**src/rtl/pbus_pkg.sv**
```systemverilog
package pbus_pkg;

  typedef enum logic [2:0] {
    ST_IDLE,
    ST_GAP,
    ST_SETUP,
    ST_STROBE,
    ST_HOLD
  } seq_state_t;

  // Minimum time in ns to a whole number of clock cycles, never shorter.
  function automatic int ns_to_cyc(input int ns, input int clk_ps);
    int c;
    c = (ns * 1000 + clk_ps - 1) / clk_ps;
    return (c < 1) ? 1 : c;
  endfunction

endpackage

```
**src/rtl/pbus_rst_sync.sv**
```systemverilog
module pbus_rst_sync (
  input  logic clk,
  input  logic rst_n,
  output logic rst_sync_n
);
  logic [1:0] pipe_q;

  always_ff @(posedge clk or negedge rst_n) begin
    if (!rst_n) pipe_q <= 2'b00;
    else        pipe_q <= {pipe_q[0], 1'b1};
  end

  assign rst_sync_n = pipe_q[1];
endmodule

```
**src/rtl/pbus_sync.sv**
```systemverilog
module pbus_sync #(
  parameter int W = 1
) (
  input  logic         clk,
  input  logic         rst_n,
  input  logic [W-1:0] d,
  output logic [W-1:0] q
);
  logic [W-1:0] meta_q;
  logic [W-1:0] sync_q;

  always_ff @(posedge clk or negedge rst_n) begin
    if (!rst_n) begin
      meta_q <= '0;
      sync_q <= '0;
    end else begin
      meta_q <= d;
      sync_q <= meta_q;
    end
  end

  assign q = sync_q;
endmodule

```
**src/rtl/pbus_timer.sv**
```systemverilog
module pbus_timer #(
  parameter int CW = 8
) (
  input  logic          clk,
  input  logic          rst_n,
  input  logic          load,
  input  logic [CW-1:0] load_val,
  output logic          expired
);
  logic [CW-1:0] cnt_q;
  logic [CW-1:0] cnt_d;
  logic          cnt_en;

  always_comb begin
    cnt_en = load || (cnt_q != '0);
    if (load) cnt_d = load_val;
    else      cnt_d = cnt_q - 1'b1;
  end

  always_ff @(posedge clk or negedge rst_n) begin
    if (!rst_n)      cnt_q <= '0;
    else if (cnt_en) cnt_q <= cnt_d;
  end

  assign expired = (cnt_q == '0);
endmodule

```
**src/rtl/pbus_seq.sv**
```systemverilog
module pbus_seq
  import pbus_pkg::*;
#(
  parameter int DW         = 8,
  parameter int MAXB       = 8,
  parameter int LENW       = 4,
  parameter int CW         = 8,
  parameter int GAP_CYC    = 250,
  parameter int STROBE_CYC = 10,
  parameter int HOLD_CYC   = 10
) (
  input  logic                 clk,
  input  logic                 rst_n,
  input  logic                 req_valid,
  output logic                 req_ready,
  input  logic [DW-1:0]        req_cmd,
  input  logic                 req_rd,
  input  logic [LENW-1:0]      req_len,
  input  logic [MAXB*DW-1:0]   req_wdata,
  output logic                 tmr_load,
  output logic [CW-1:0]        tmr_val,
  input  logic                 tmr_expired,
  output logic                 rd_valid,
  output logic [DW-1:0]        rd_data,
  output logic                 done,
  output logic                 bus_a0,
  output logic                 bus_rd_n,
  output logic                 bus_wr_n,
  output logic                 bus_oe,
  output logic [DW-1:0]        bus_dout,
  input  logic [DW-1:0]        bus_din
);
  localparam int IW = (MAXB > 1) ? $clog2(MAXB) : 1;
  localparam logic [LENW-1:0] MAX_LEN = LENW'(MAXB);
  localparam logic [CW-1:0] GAP_LD    = CW'(GAP_CYC - 1);
  localparam logic [CW-1:0] STROBE_LD = CW'(STROBE_CYC - 1);
  localparam logic [CW-1:0] HOLD_LD   = CW'(HOLD_CYC - 1);

  seq_state_t state_q, state_d;
  logic [LENW-1:0] idx_q, idx_d;
  logic [LENW-1:0] len_q, len_lim;
  logic            rd_q;
  logic [DW-1:0]   cmd_q;
  logic [MAXB-1:0][DW-1:0] wdata_q;
  logic            a0_q;
  logic [DW-1:0]   dout_q;
  logic [DW-1:0]   rdata_q;
  logic            rvalid_q, rvalid_d;
  logic            done_q, done_d;

  logic            accept;
  logic            ld_byte;
  logic            cap;
  logic            data_rd;
  logic [LENW-1:0] widx;
  logic [DW-1:0]   sel_byte;

  assign len_lim = (req_len > MAX_LEN) ? MAX_LEN : req_len;
  assign data_rd = rd_q && (idx_q != '0);
  assign widx    = idx_q - 1'b1;
  assign sel_byte = (idx_q == '0) ? cmd_q : wdata_q[widx[IW-1:0]];

  // Next-state logic
  always_comb begin
    state_d  = state_q;
    idx_d    = idx_q;
    tmr_load = 1'b0;
    tmr_val  = '0;
    accept   = 1'b0;
    ld_byte  = 1'b0;
    cap      = 1'b0;
    rvalid_d = 1'b0;
    done_d   = 1'b0;
    unique case (state_q)
      ST_IDLE: begin
        if (req_valid) begin
          accept   = 1'b1;
          idx_d    = '0;
          state_d  = ST_GAP;
          tmr_load = 1'b1;
          tmr_val  = GAP_LD;
        end
      end
      ST_GAP: begin
        if (tmr_expired) begin
          ld_byte = 1'b1;
          state_d = ST_SETUP;
        end
      end
      ST_SETUP: begin
        state_d  = ST_STROBE;
        tmr_load = 1'b1;
        tmr_val  = STROBE_LD;
      end
      ST_STROBE: begin
        if (tmr_expired) begin
          cap      = data_rd;
          rvalid_d = data_rd;
          state_d  = ST_HOLD;
          tmr_load = 1'b1;
          tmr_val  = HOLD_LD;
        end
      end
      ST_HOLD: begin
        if (tmr_expired) begin
          if (idx_q == len_q) begin
            done_d  = 1'b1;
            state_d = ST_IDLE;
          end else begin
            idx_d    = idx_q + 1'b1;
            state_d  = ST_GAP;
            tmr_load = 1'b1;
            tmr_val  = GAP_LD;
          end
        end
      end
      default: state_d = ST_IDLE;
    endcase
  end

  // Registers
  always_ff @(posedge clk or negedge rst_n) begin
    if (!rst_n) begin
      state_q  <= ST_IDLE;
      idx_q    <= '0;
      len_q    <= '0;
      rd_q     <= 1'b0;
      cmd_q    <= '0;
      wdata_q  <= '0;
      a0_q     <= 1'b0;
      dout_q   <= '0;
      rdata_q  <= '0;
      rvalid_q <= 1'b0;
      done_q   <= 1'b0;
    end else begin
      state_q  <= state_d;
      idx_q    <= idx_d;
      rvalid_q <= rvalid_d;
      done_q   <= done_d;
      if (accept) begin
        len_q   <= len_lim;
        rd_q    <= req_rd;
        cmd_q   <= req_cmd;
        wdata_q <= req_wdata;
      end
      if (ld_byte) begin
        a0_q   <= (idx_q == '0);
        dout_q <= sel_byte;
      end
      if (cap) rdata_q <= bus_din;
    end
  end

  assign req_ready = (state_q == ST_IDLE);
  assign bus_a0    = a0_q;
  assign bus_dout  = dout_q;
  assign bus_rd_n  = !((state_q == ST_STROBE) && data_rd);
  assign bus_wr_n  = !((state_q == ST_STROBE) && !data_rd);
  assign bus_oe    = ((state_q == ST_SETUP) || (state_q == ST_STROBE) ||
                      (state_q == ST_HOLD)) && !data_rd;
  assign rd_valid  = rvalid_q;
  assign rd_data   = rdata_q;
  assign done      = done_q;
endmodule

```
**src/rtl/pbus_master.sv**
```systemverilog
module pbus_master
  import pbus_pkg::*;
#(
  parameter int DATA_W    = 8,
  parameter int MAX_BYTES = 8,
  parameter int CLK_PS    = 4000,
  parameter int STROBE_NS = 40,
  parameter int HOLD_NS   = 40,
  parameter int GAP_NS    = 1000
) (
  input  logic                          clk,
  input  logic                          rst_n,
  input  logic                          req_valid,
  output logic                          req_ready,
  input  logic [DATA_W-1:0]             req_cmd,
  input  logic                          req_rd,
  input  logic [$clog2(MAX_BYTES+1)-1:0] req_len,
  input  logic [MAX_BYTES*DATA_W-1:0]   req_wdata,
  output logic                          rd_valid,
  output logic [DATA_W-1:0]             rd_data,
  output logic                          done,
  output logic                          bus_a0,
  output logic                          bus_rd_n,
  output logic                          bus_wr_n,
  output logic                          bus_oe,
  output logic [DATA_W-1:0]             bus_dout,
  input  logic [DATA_W-1:0]             bus_din,
  input  logic                          intr_n,
  output logic                          irq
);
  localparam int LEN_W      = $clog2(MAX_BYTES + 1);
  localparam int STROBE_CYC = ns_to_cyc(STROBE_NS, CLK_PS);
  localparam int HOLD_CYC   = ns_to_cyc(HOLD_NS, CLK_PS);
  localparam int GAP_CYC    = ns_to_cyc(GAP_NS, CLK_PS);
  localparam int MAX_CYC    = (GAP_CYC > STROBE_CYC) ?
                              ((GAP_CYC > HOLD_CYC) ? GAP_CYC : HOLD_CYC) :
                              ((STROBE_CYC > HOLD_CYC) ? STROBE_CYC : HOLD_CYC);
  localparam int CNT_W      = $clog2(MAX_CYC + 1);

  logic             rst_int_n;
  logic             tmr_load;
  logic [CNT_W-1:0] tmr_val;
  logic             tmr_expired;
  logic             intr_sync;

  pbus_rst_sync u_rst (
    .clk        (clk),
    .rst_n      (rst_n),
    .rst_sync_n (rst_int_n)
  );

  pbus_sync #(.W(1)) u_irq_sync (
    .clk   (clk),
    .rst_n (rst_int_n),
    .d     (~intr_n),
    .q     (intr_sync)
  );
  assign irq = intr_sync;

  pbus_timer #(.CW(CNT_W)) u_timer (
    .clk      (clk),
    .rst_n    (rst_int_n),
    .load     (tmr_load),
    .load_val (tmr_val),
    .expired  (tmr_expired)
  );

  pbus_seq #(
    .DW         (DATA_W),
    .MAXB       (MAX_BYTES),
    .LENW       (LEN_W),
    .CW         (CNT_W),
    .GAP_CYC    (GAP_CYC),
    .STROBE_CYC (STROBE_CYC),
    .HOLD_CYC   (HOLD_CYC)
  ) u_seq (
    .clk         (clk),
    .rst_n       (rst_int_n),
    .req_valid   (req_valid),
    .req_ready   (req_ready),
    .req_cmd     (req_cmd),
    .req_rd      (req_rd),
    .req_len     (req_len),
    .req_wdata   (req_wdata),
    .tmr_load    (tmr_load),
    .tmr_val     (tmr_val),
    .tmr_expired (tmr_expired),
    .rd_valid    (rd_valid),
    .rd_data     (rd_data),
    .done        (done),
    .bus_a0      (bus_a0),
    .bus_rd_n    (bus_rd_n),
    .bus_wr_n    (bus_wr_n),
    .bus_oe      (bus_oe),
    .bus_dout    (bus_dout),
    .bus_din     (bus_din)
  );
endmodule

```
**config.mk**
```make
export PLATFORM = sky130hd
export DESIGN_NAME = pbus_master
export DESIGN_NICKNAME = d
export VERILOG_FILES = /design/src/rtl/pbus_pkg.sv /design/src/rtl/pbus_rst_sync.sv /design/src/rtl/pbus_sync.sv /design/src/rtl/pbus_timer.sv /design/src/rtl/pbus_seq.sv /design/src/rtl/pbus_master.sv
export SDC_FILE = /design/constraint.sdc
export NUM_CORES = 1
export LEC_CHECK = 0
export ABC_AREA = 1
export BUFFER_PORTS_ARGS = -buffer_cell sky130_fd_sc_hd__buf_2
export CAP_MARGIN = 5
export CORE_MARGIN = 2
export CORE_UTILIZATION = 40
export CTS_CLUSTER_DIAMETER = 150
export CTS_CLUSTER_SIZE = 14
export DETAILED_ROUTE_END_ITERATION = 12
export HOLD_SLACK_MARGIN = 0.08
export MAX_ROUTING_LAYER = met4
export REMOVE_ABC_BUFFERS = 1
export SYNTH_ARGS = -nofsm -noshare
export SYNTH_HDL_FRONTEND = slang
export SYNTH_SLANG_ARGS = --single-unit
```
**constraint.sdc**
```tcl
create_clock -name clk -period 4 [get_ports clk]
set_input_delay 0.6 -clock clk [delete_from_list [all_inputs] [get_ports clk]]
set_output_delay 0.6 -clock clk [all_outputs]
set_load 0.03 [all_outputs]
```
# Word level (Yosys, flattened, before mapping)
# Index checks and enable logic that the tools add are counted.
# totals
ff_bits	115
n_memories	0
ramBits	0
wordCells	88
latch_bits	0
in_bits	89
mem_bits_ro	0
# classes
bitwise_logic	1
order_cmp	2
shifts	0
n_reduce_logical	18
eq_ne	10
n_mul	0
div	0
n_addsub	3
muxes	32
# op_table
operator	n
$mux W8	6
$pmux W8 S4	1
$bmux W8 S3	1
$mux W4	5
$pmux W3 S5	1
$mux W1	12
$mux W3	4
$ne A2 B2 Y1 const B	5
$logic_not A8 Y1	1
$pmux W4 S2	1
$reduce_and A4 Y1	2
$reduce_bool A8 Y1	1
$sub A8 B1 Y8 const B	1
$eq A3 B2 Y1 const B	2
$add A4 B1 Y4 const B	1
$eq A4 B4 Y1	1
$gt A4 B4 Y1 const B	1
$logic_and A1 B1 Y1	4
$logic_not A4 Y1	1
$lt A3 B4 Y1 const B	1
$pmux W1 S4	1
$reduce_bool A4 Y1	1
$eq A3 B1 Y1 const B	1
$eq A3 B3 Y1 const B	1
6 further kinds	10

# Depth between registers and ports, before layout
# Gate-level depths: netlist (run 1).
# depth
depth_word	5
mapped_depth	12
ltp_nobuf	10

# By module
# From an unflattened synthesis (run 1), not the netlist that was laid out.
# unflattened
cells_unflattened	724
area_unflattened_um2	5542.8
# by_module_without_submodules
mod	cells_per_inst	area_each_um2	instances
pbus_seq	644	4899.7	1
pbus_timer	74	535.5	1
pbus_rst_sync	3	53.8	1
pbus_sync	2	50.0	1
pbus_master	1	3.8	1

# Worst setup path after synthesis (run 1)
# No wires, ideal clock.
# synth_timing
path_kind	reg-to-output
from	register u_seq.idx_q[0]
to	output port bus_oe
stages_incl_launch_ff	9
t_required_ps	3400
slack_ps	1773
t_arrival_ps	1627
cell_sequence	dfrtp_1 buf_4 inv_2 buf_2 ha_1 nand3_2 nand2_1 o21ai_0 inv_1
# synth_via
elab_chain_cells	4
# synth_rtl
element	line	source
start, declared	pbus_seq.sv:40	logic [LENW-1:0] idx_q, idx_d;
start signal, assigned	pbus_seq.sv:137	idx_q <= idx_d;
$reduce_bool A4 Y1	pbus_seq.sv:59	assign data_rd = rd_q && (idx_q != '0);
$logic_and A1 B1 Y1	pbus_seq.sv:59	
$logic_not A1 Y1	pbus_seq.sv:160	(state_q == ST_HOLD)) && !data_rd;
$logic_and A1 B1 Y1	pbus_seq.sv:160	
end, declared	pbus_master.sv:25	output logic bus_oe,
# No other way between the ends.

# Worst setup path in the final report (run 1)
# layout_timing
from	register u_seq.idx_q[1]
to	output port bus_oe
# The elaborated chain is that of the path after synthesis.

==> results of run 1 <==
## worst max-delay path: stages, from the launching register on
cell and delay, ps:
dfrtp_1 420, inv_1 90, ha_1 240, nand3_2 370
nand2_1 290, o21ai_0 140, inv_1 70, buf_2 190
## synth_stat cells, types with 2 or more instances
cell type / instances
o22ai_1: 3
o21ai_0: 6
buf_4: 8
a21oi_1: 4
buf_2: 7
nor2_1: 34
nand3_1: 66
inv_1: 30
xor2_1: 3
dfrtp_1: 115
ha_1: 4
xnor2_1: 2
nand2_1: 383
o21ai_2: 3
buf_6: 8
nor2_4: 2
nand2_2: 2
inv_2: 6
nor3_1: 2
clkbuf_1: 8
## layout make-up
type | instances | area, µm² | area share (%)
tap | 176 | 220 | 3.28
multi-input combinational | 527 | 2250 | 33.5
clock inverter | 11 | 133 | 1.97
inverter | 37 | 140 | 2.09
sequential | 115 | 2880 | 42.9
clock buffer | 21 | 470 | 7.00
timing repair buffer | 120 | 623 | 9.27
## power by group
part	internal [µW]	switching (µW)	leakage, µW
clock	1020	518	0.000302
sequential	1590	259	0.00141
combinational	428	723	0.00193
## metal layers
| layer | vias up | part of all wire (%) | track usage, % |
|---|---|---|---|
| met5 | - | 0 | - |
| met1 | 2227 | 45 | 25.7 |
| met2 | 134 | 46 | 30.7 |
| met4 | 0 | 2.0 | 8.79 |
| met3 | 27 | 6.5 | 4.56 |
| li1 | 2400 | - | - |
## cells by family (layout without fill, tap and decap cells)
family / after synthesis / after routing / share of synthesized area [%]
xor gates and xnor gates: 6 / 6 / 1.10
DFF: 115 / 115 / 52.5
adders and majority gates: 4 / 4 / 0.912
AOI/OAI and AO/OA: 18 / 18 / 1.96
and+or+nand+nor: 498 / 498 / 37.0
other: 1 / 1 / 0.0684
buffers and inverters: 68 / 189 / 6.48
## state kept, by name, summed over array words and instances, names as in the netlist
name	count
u_seq.done	1
u_timer.cnt_q	8
u_seq.len_q	4
u_seq.wdata_q	64
u_seq.bus_a0	1
u_seq.rd_data	8
u_seq.bus_dout	8
u_seq.rd_valid	1
u_seq.cmd_q	8
u_seq.idx_q	4
u_rst.pipe_q	2
u_seq.state_q	3
u_seq.rd_q	1
u_irq_sync.q	1
u_irq_sync.meta_q	1
## stage by stage
stage	util (%)	area, µm²	instances
finish	50.5	6720	1007
global route	50.5	6720	1007
CTS	50.5	6720	1007
detailed placement	45.9	6110	974
global placement	45.9	6110	974
floorplan	-	5270	679
## worst paths after layout
kind,from,end,slack (ps),depth (start not counted)
worst max-delay path,u_seq.idx_q[1],bus_oe,1170,7
worst min-delay path,u_rst.pipe_q[1],u_seq.rd_data[3],300,0
worst max register to register,u_timer.cnt_q[0],u_seq.idx_q[3],1630,10
worst min register to register,u_rst.pipe_q[1],u_seq.rd_data[3],300,0
max in group asynchronous,u_rst.pipe_q[1],u_seq.wdata_q[44],2670,1
min in group clk,intr_n,u_irq_sync.meta_q,320,2
==> results.ini, run 1 <==
[floorplan]
rows = 42
core_area_um2 = 13300
start_util_pct = 41.3
dieArea_um2 = 14700
fp.dieH_um = 121
io_pins = 113
die_w_um = 121

[grt]
grt_usage_pct = 20.1
gr-total-overflow = 0
antenna_found_initial = 0
grt_start_max_net_pins = 80
grt_pass1_vias = 4821
grt_first_pass_wirelength_mm = 22.4

[drt]
drtIter0Drc = 262
route.detailed.wl_per_inst_um = 13.1
routed_via_density = 4.75
drtAntennaViolNets = 0
routed-via-count = 4788
drt_pass1_iterations = 5
routed_wl_mm = 13.1
drcViolationCount = 0

[clock_tree]
cts.sinks = 115
insertion_delay_ps = 420
cts.path.max_buffers = 2
cts_hold_buffers = 1
postCtsSetupRepairBufs = 0
tritoncts = built
cts_root_buf = clkbuf_16
clkTransAtPathRegs_ps = 50
h-tree-depth = 4
cts_resized = 0
numCtsBuffers = 17

[setup_path]
path_max_fanout = 18
endpoint_kind = output port
path_class = flop to output port
start_kind = flop
worstPathArrival_ps = 2230
worstPathRequired_ps = 3400

[min_path]
hold_path_class = flop to async pin

[sta]
clock_skew_ps = 8.80
setup_viol_count_final = 0
fin_crit_ps = 2830
period_share_pct = 70.7
rsz0062_at_grt = no
setup_ws_ps = 1170
max_freq_ghz = 0.353
tightest_slew_ps = 994
maxSlewViolCount = 0
slew_headroom_pct = 33.6
hold_viol_final = 0
setup_tns_ps = 0
hold_ws_ps = 305

[synthesis]
post-synth-top-area-cell = dfrtp_1
synthTopCellsByArea = dfrtp_1 52%, nand2_1 26%, nand3_1 6.0%
synth_enable_flop_cells = 0
synth_seq_cells = 115
synthDistinctLibCells = 34
synth.top_cell.area_share_pct = 52.5
async_reset_ff_share_pct = 100
synth_seq_area_share_pct = 52.5
yosys_warnings = 0
netlist_area_um2 = 5490
synth_cells = 710
ys.flop_type = dfrtp_1
syn_avg_cell_area_um2 = 7.73

[cells_and_area]
syn2layout_area_growth_pct = 22.5
fin_nets = 911
antennaDiodeCount = 0
mostFrequentLayoutCell = nand2_1
fillers = 1299
layout_common_cells = 383 x nand2_1, 114 x dfrtp_1, 112 x buf_2, 66 x nand3_1, 34 x nor2_1
drive_gt1_share_pct = 20.8

[place]
dpl.hpwl_mm = 8.58
place_ws_ps = 1550
place_congestion = 0.824
port_buffers = 112

[pwr]
p_per_area_nw_per_um2 = 675
vdd_drop_max_uv = 283
power.total_uw = 4540
p_leak_uw = 0.00364

[status]
status = finished clean

[job]
drv_cap = 0

Power figures use the tool's default switching activity.
==> run 2, diff against run 1 <==
- ABC_AREA: 1 -> 0
- clock period: 4 -> 2.7 ns (I/O delays scaled with it)
==> run 2 against run 1 <==
  * Non-clock buffer count is 4 higher
  * Flip-flop and latch count stayed put
  * Combinational power is 92% lower
  * Via count is 16% lower
  * Synthesized cell count is 25% lower
  * Utilization is 1.7 points higher
==> results.ini, run 2 <==
[status]
status = finished clean

[pwr]
switchingPower_uw = 814  ; -46%
p_leak_uw = 0.00353  ; -3.1%
p_per_area_nw_per_um2 = 619  ; -8.4%
p_int_uw = 3280  ; +8.1%
p_comb_share_pct = 2.4  ; -23 points
switching_share_pct = 19.9  ; -13 points
p_clk_share_pct = 55.2  ; +21 points
vdd_drop_max_uv = 412  ; +46%
power.total_uw = 4100  ; -9.7%
p_seq_share_pct = 42.5  ; +1.7 points

[grt]
busiest_layer = met2
grt_usage_pct = 18.8  ; -1.2 points
gr-total-overflow = 0  ; unchanged
met2_usage_pct = 28.8  ; -1.9 points
met3_usage_pct = 4.15  ; -0.41 points
grt_start_max_net_pins = 53  ; -34%
grt_use_met1_pct = 23.8  ; -1.9 points
grt_first_pass_wirelength_mm = 20.0  ; -11%
antenna_found_initial = 0  ; unchanged
grt_pass1_vias = 4163  ; -14%

[clock_tree]
insertion_delay_ps = 420  ; about the same
cts.path.max_buffers = 2  ; unchanged
clkTransAtPathRegs_ps = 50  ; about the same
cts.sinks = 115  ; unchanged
h-tree-depth = 4  ; unchanged
tritoncts = built
cts_root_buf = clkbuf_16
numCtsBuffers = 17  ; unchanged
postCtsSetupRepairBufs = 0  ; unchanged

[drt]
drt_pass1_iterations = 4  ; -1
drtAntennaViolNets = 0  ; unchanged
routed-via-count = 4025  ; -16%
routed_wl_mm = 11.8  ; -10%
drcViolationCount = 0  ; unchanged
route.detailed.wl_per_inst_um = 14.1  ; +8.4%
routed_via_density = 4.81  ; +1.3%
drtIter0Drc = 290  ; +11%

[synthesis]
synth_cells = 536  ; -25%
synth_top_family_by_area = simple AND/OR/NAND/NOR gates
synth_seq_area_share_pct = 55.2  ; +2.7 points
synth.top_cell.area_share_pct = 55.2  ; +2.7 points
synth_most_common_cell = nand2_1
yosys_warnings = 0  ; unchanged
synth_common_cells = 235 x nand2_1, 115 x dfrtp_1, 36 x mux2i_1
post-synth-top-area-cell = dfrtp_1
synthXorXnorAreaFrac_pct = 1.85  ; +0.75 points
synth_seq_cells = 115  ; unchanged
synth_enable_flop_cells = 0  ; unchanged
synthTopCellsByArea = dfrtp_1 55%, nand2_1 17%, mux2i_1 6.9%
async_reset_ff_share_pct = 100  ; unchanged
synthDistinctLibCells = 43  ; +26%
syn_avg_cell_area_um2 = 9.72  ; +26%
netlist_area_um2 = 5210  ; -5.0%
synthMuxAreaShare_pct = 12.1  ; +12 points
synth_compound_gate_area_share_pct = 4.87  ; +2.9 points
yosys.area_share.simple_pct = 22.2  ; -15 points
ys.flop_type = dfrtp_1
synthAdderAreaFrac_pct = 0.960  ; +0.048 points

[sta]
maxSlewViolCount = 0  ; unchanged
rsz0062_at_grt = no
fin_crit_ps = 2470
clock_skew_ps = 8.25  ; -0.552 ps
max_freq_ghz = 0.405
hold_viol_final = 0  ; unchanged
tightest_slew_ps = 610  ; -385 ps
slew_headroom_pct = 59.2  ; +26 points
hold_ws_ps = 138  ; -167 ps
setup_viol_count_final = 0  ; unchanged
period_share_pct = 91.5

[cells_and_area]
layout_common_cells = 234 x nand2_1, 114 x dfrtp_1, 112 x buf_2, 36 x mux2i_1, 17 x clkbuf_16
largest-register = u_seq.wdata_q
largest_reg_flops = 64  ; unchanged
fin_nets = 745  ; -18%
drive_gt1_share_pct = 27.0  ; +6.1 points
utilization_pct = 52.3  ; +1.7 points
antennaDiodeCount = 0  ; unchanged
syn2layout_area_growth_pct = 27.0
mostFrequentLayoutCell = nand2_1
final_cells = 836  ; -17%

[setup_path]
r2r-end = u_seq.bus_dout[3]
worstPathArrival_ps = 2070  ; -160 ps
r2r_start = u_seq.idx_q[0]
ff2ff_path_depth = 7  ; -3
path_max_fanout = 6  ; -12
worstPathRequired_ps = 2300  ; -1100 ps
endpoint_kind = output port
start_kind = flop
path_class = flop to output port
reg2reg_slack_ps = 520  ; -1110 ps

[job]
drv_cap = 0  ; unchanged

[place]
place_inst = 804  ; -17%
dpl.hpwl_mm = 8.02  ; -6.6%
place_congestion = 0.841  ; +2.1%
port_buffers = 112  ; unchanged

[floorplan]
fp.dieH_um = 118  ; -2.4%
io_pins = 113  ; unchanged
die_w_um = 118  ; -2.4%
dieArea_um2 = 14000  ; -4.8%
rows = 41  ; -2.4%
core_area_um2 = 12700  ; -4.7%
start_util_pct = 41.1  ; -0.12 points

[min_path]
min_to = u_irq_sync.meta_q
min_from = intr_n
hold_path_class = primary input to flop
holdPathStages = 2

==> run 2: critical path: stages, from the launching register on <==
cell     delay [ps]
dfrtp_1         450
inv_2            90
ha_2            180
or3b_2          500
a22oi_1         200
buf_2           230
==> run 2: cell families after synthesis <==
logic type	count (synthesis)
flip-flops	115
adder cells (fa/ha/maj)	4
XOR/XNOR	11
AND/OR/NAND/NOR	283
other	1
multiplexers	52
buffers and inverters	33
AO/OA/AOI/OAI	37
==> run 2: stage by stage <==
step | cell area, µm² | setup TNS (ps) | worst slack [ps]
after floorplan | 5090 | -110470 | -741
after global placement | 6010 | 0 | 628
after detailed placement | 6010 | 0 | 537
after CTS | 6620 | 0 | 225
after global routing | 6620 | 0 | 192
final | 6620 | 0 | 230
==> run 2: repair_timing <==
action / 4_1_cts / 5_1_grt
hold buffers: 1 / 0
endpoints found under the hold margin: 2 / 0
gates resized for setup: 0 / 0
==> run 2: how the worst max path moves through the flow <==
stage                     from  slack, ps                 to
3_5_place_dp    u_seq.idx_q[0]        540  u_seq.bus_dout[4]
4_1_cts         u_seq.idx_q[0]        230             bus_oe
2_1_floorplan  u_rst.pipe_q[1]       -740  u_irq_sync.meta_q
5_1_grt         u_seq.idx_q[0]        190             bus_oe
6_report        u_seq.idx_q[0]        230             bus_oe
3_3_place_gp    u_seq.idx_q[0]        630  u_seq.bus_dout[3]
==> run 2: power by group through the flow <==
stage	registers (µW)	clock network [µW]	logic, µW
3_5_place_dp	1770	0	97.7
2_1_floorplan	1780	0	2.37
5_1_grt	1740	2390	109
4_1_cts	1740	2310	99.6
3_3_place_gp	1770	0	95.4
6_report	1740	2260	96.5
==> run 2: metal layers <==
layer	wire, µm	vias up
met4	243	0
met1	5510	1904
met2	5480	111
met3	592	21
met5	0	-
li1	-	1989
==> run 2: area by class of cell <==
class,instances,area [µm²]
tap,172,215
sequential,115,2880
clock inverter,11,134
multi-input combinational,388,2200
inverter,6,22.5
clock buffer,20,467
fill,1166,6050
timing repair buffer,124,703
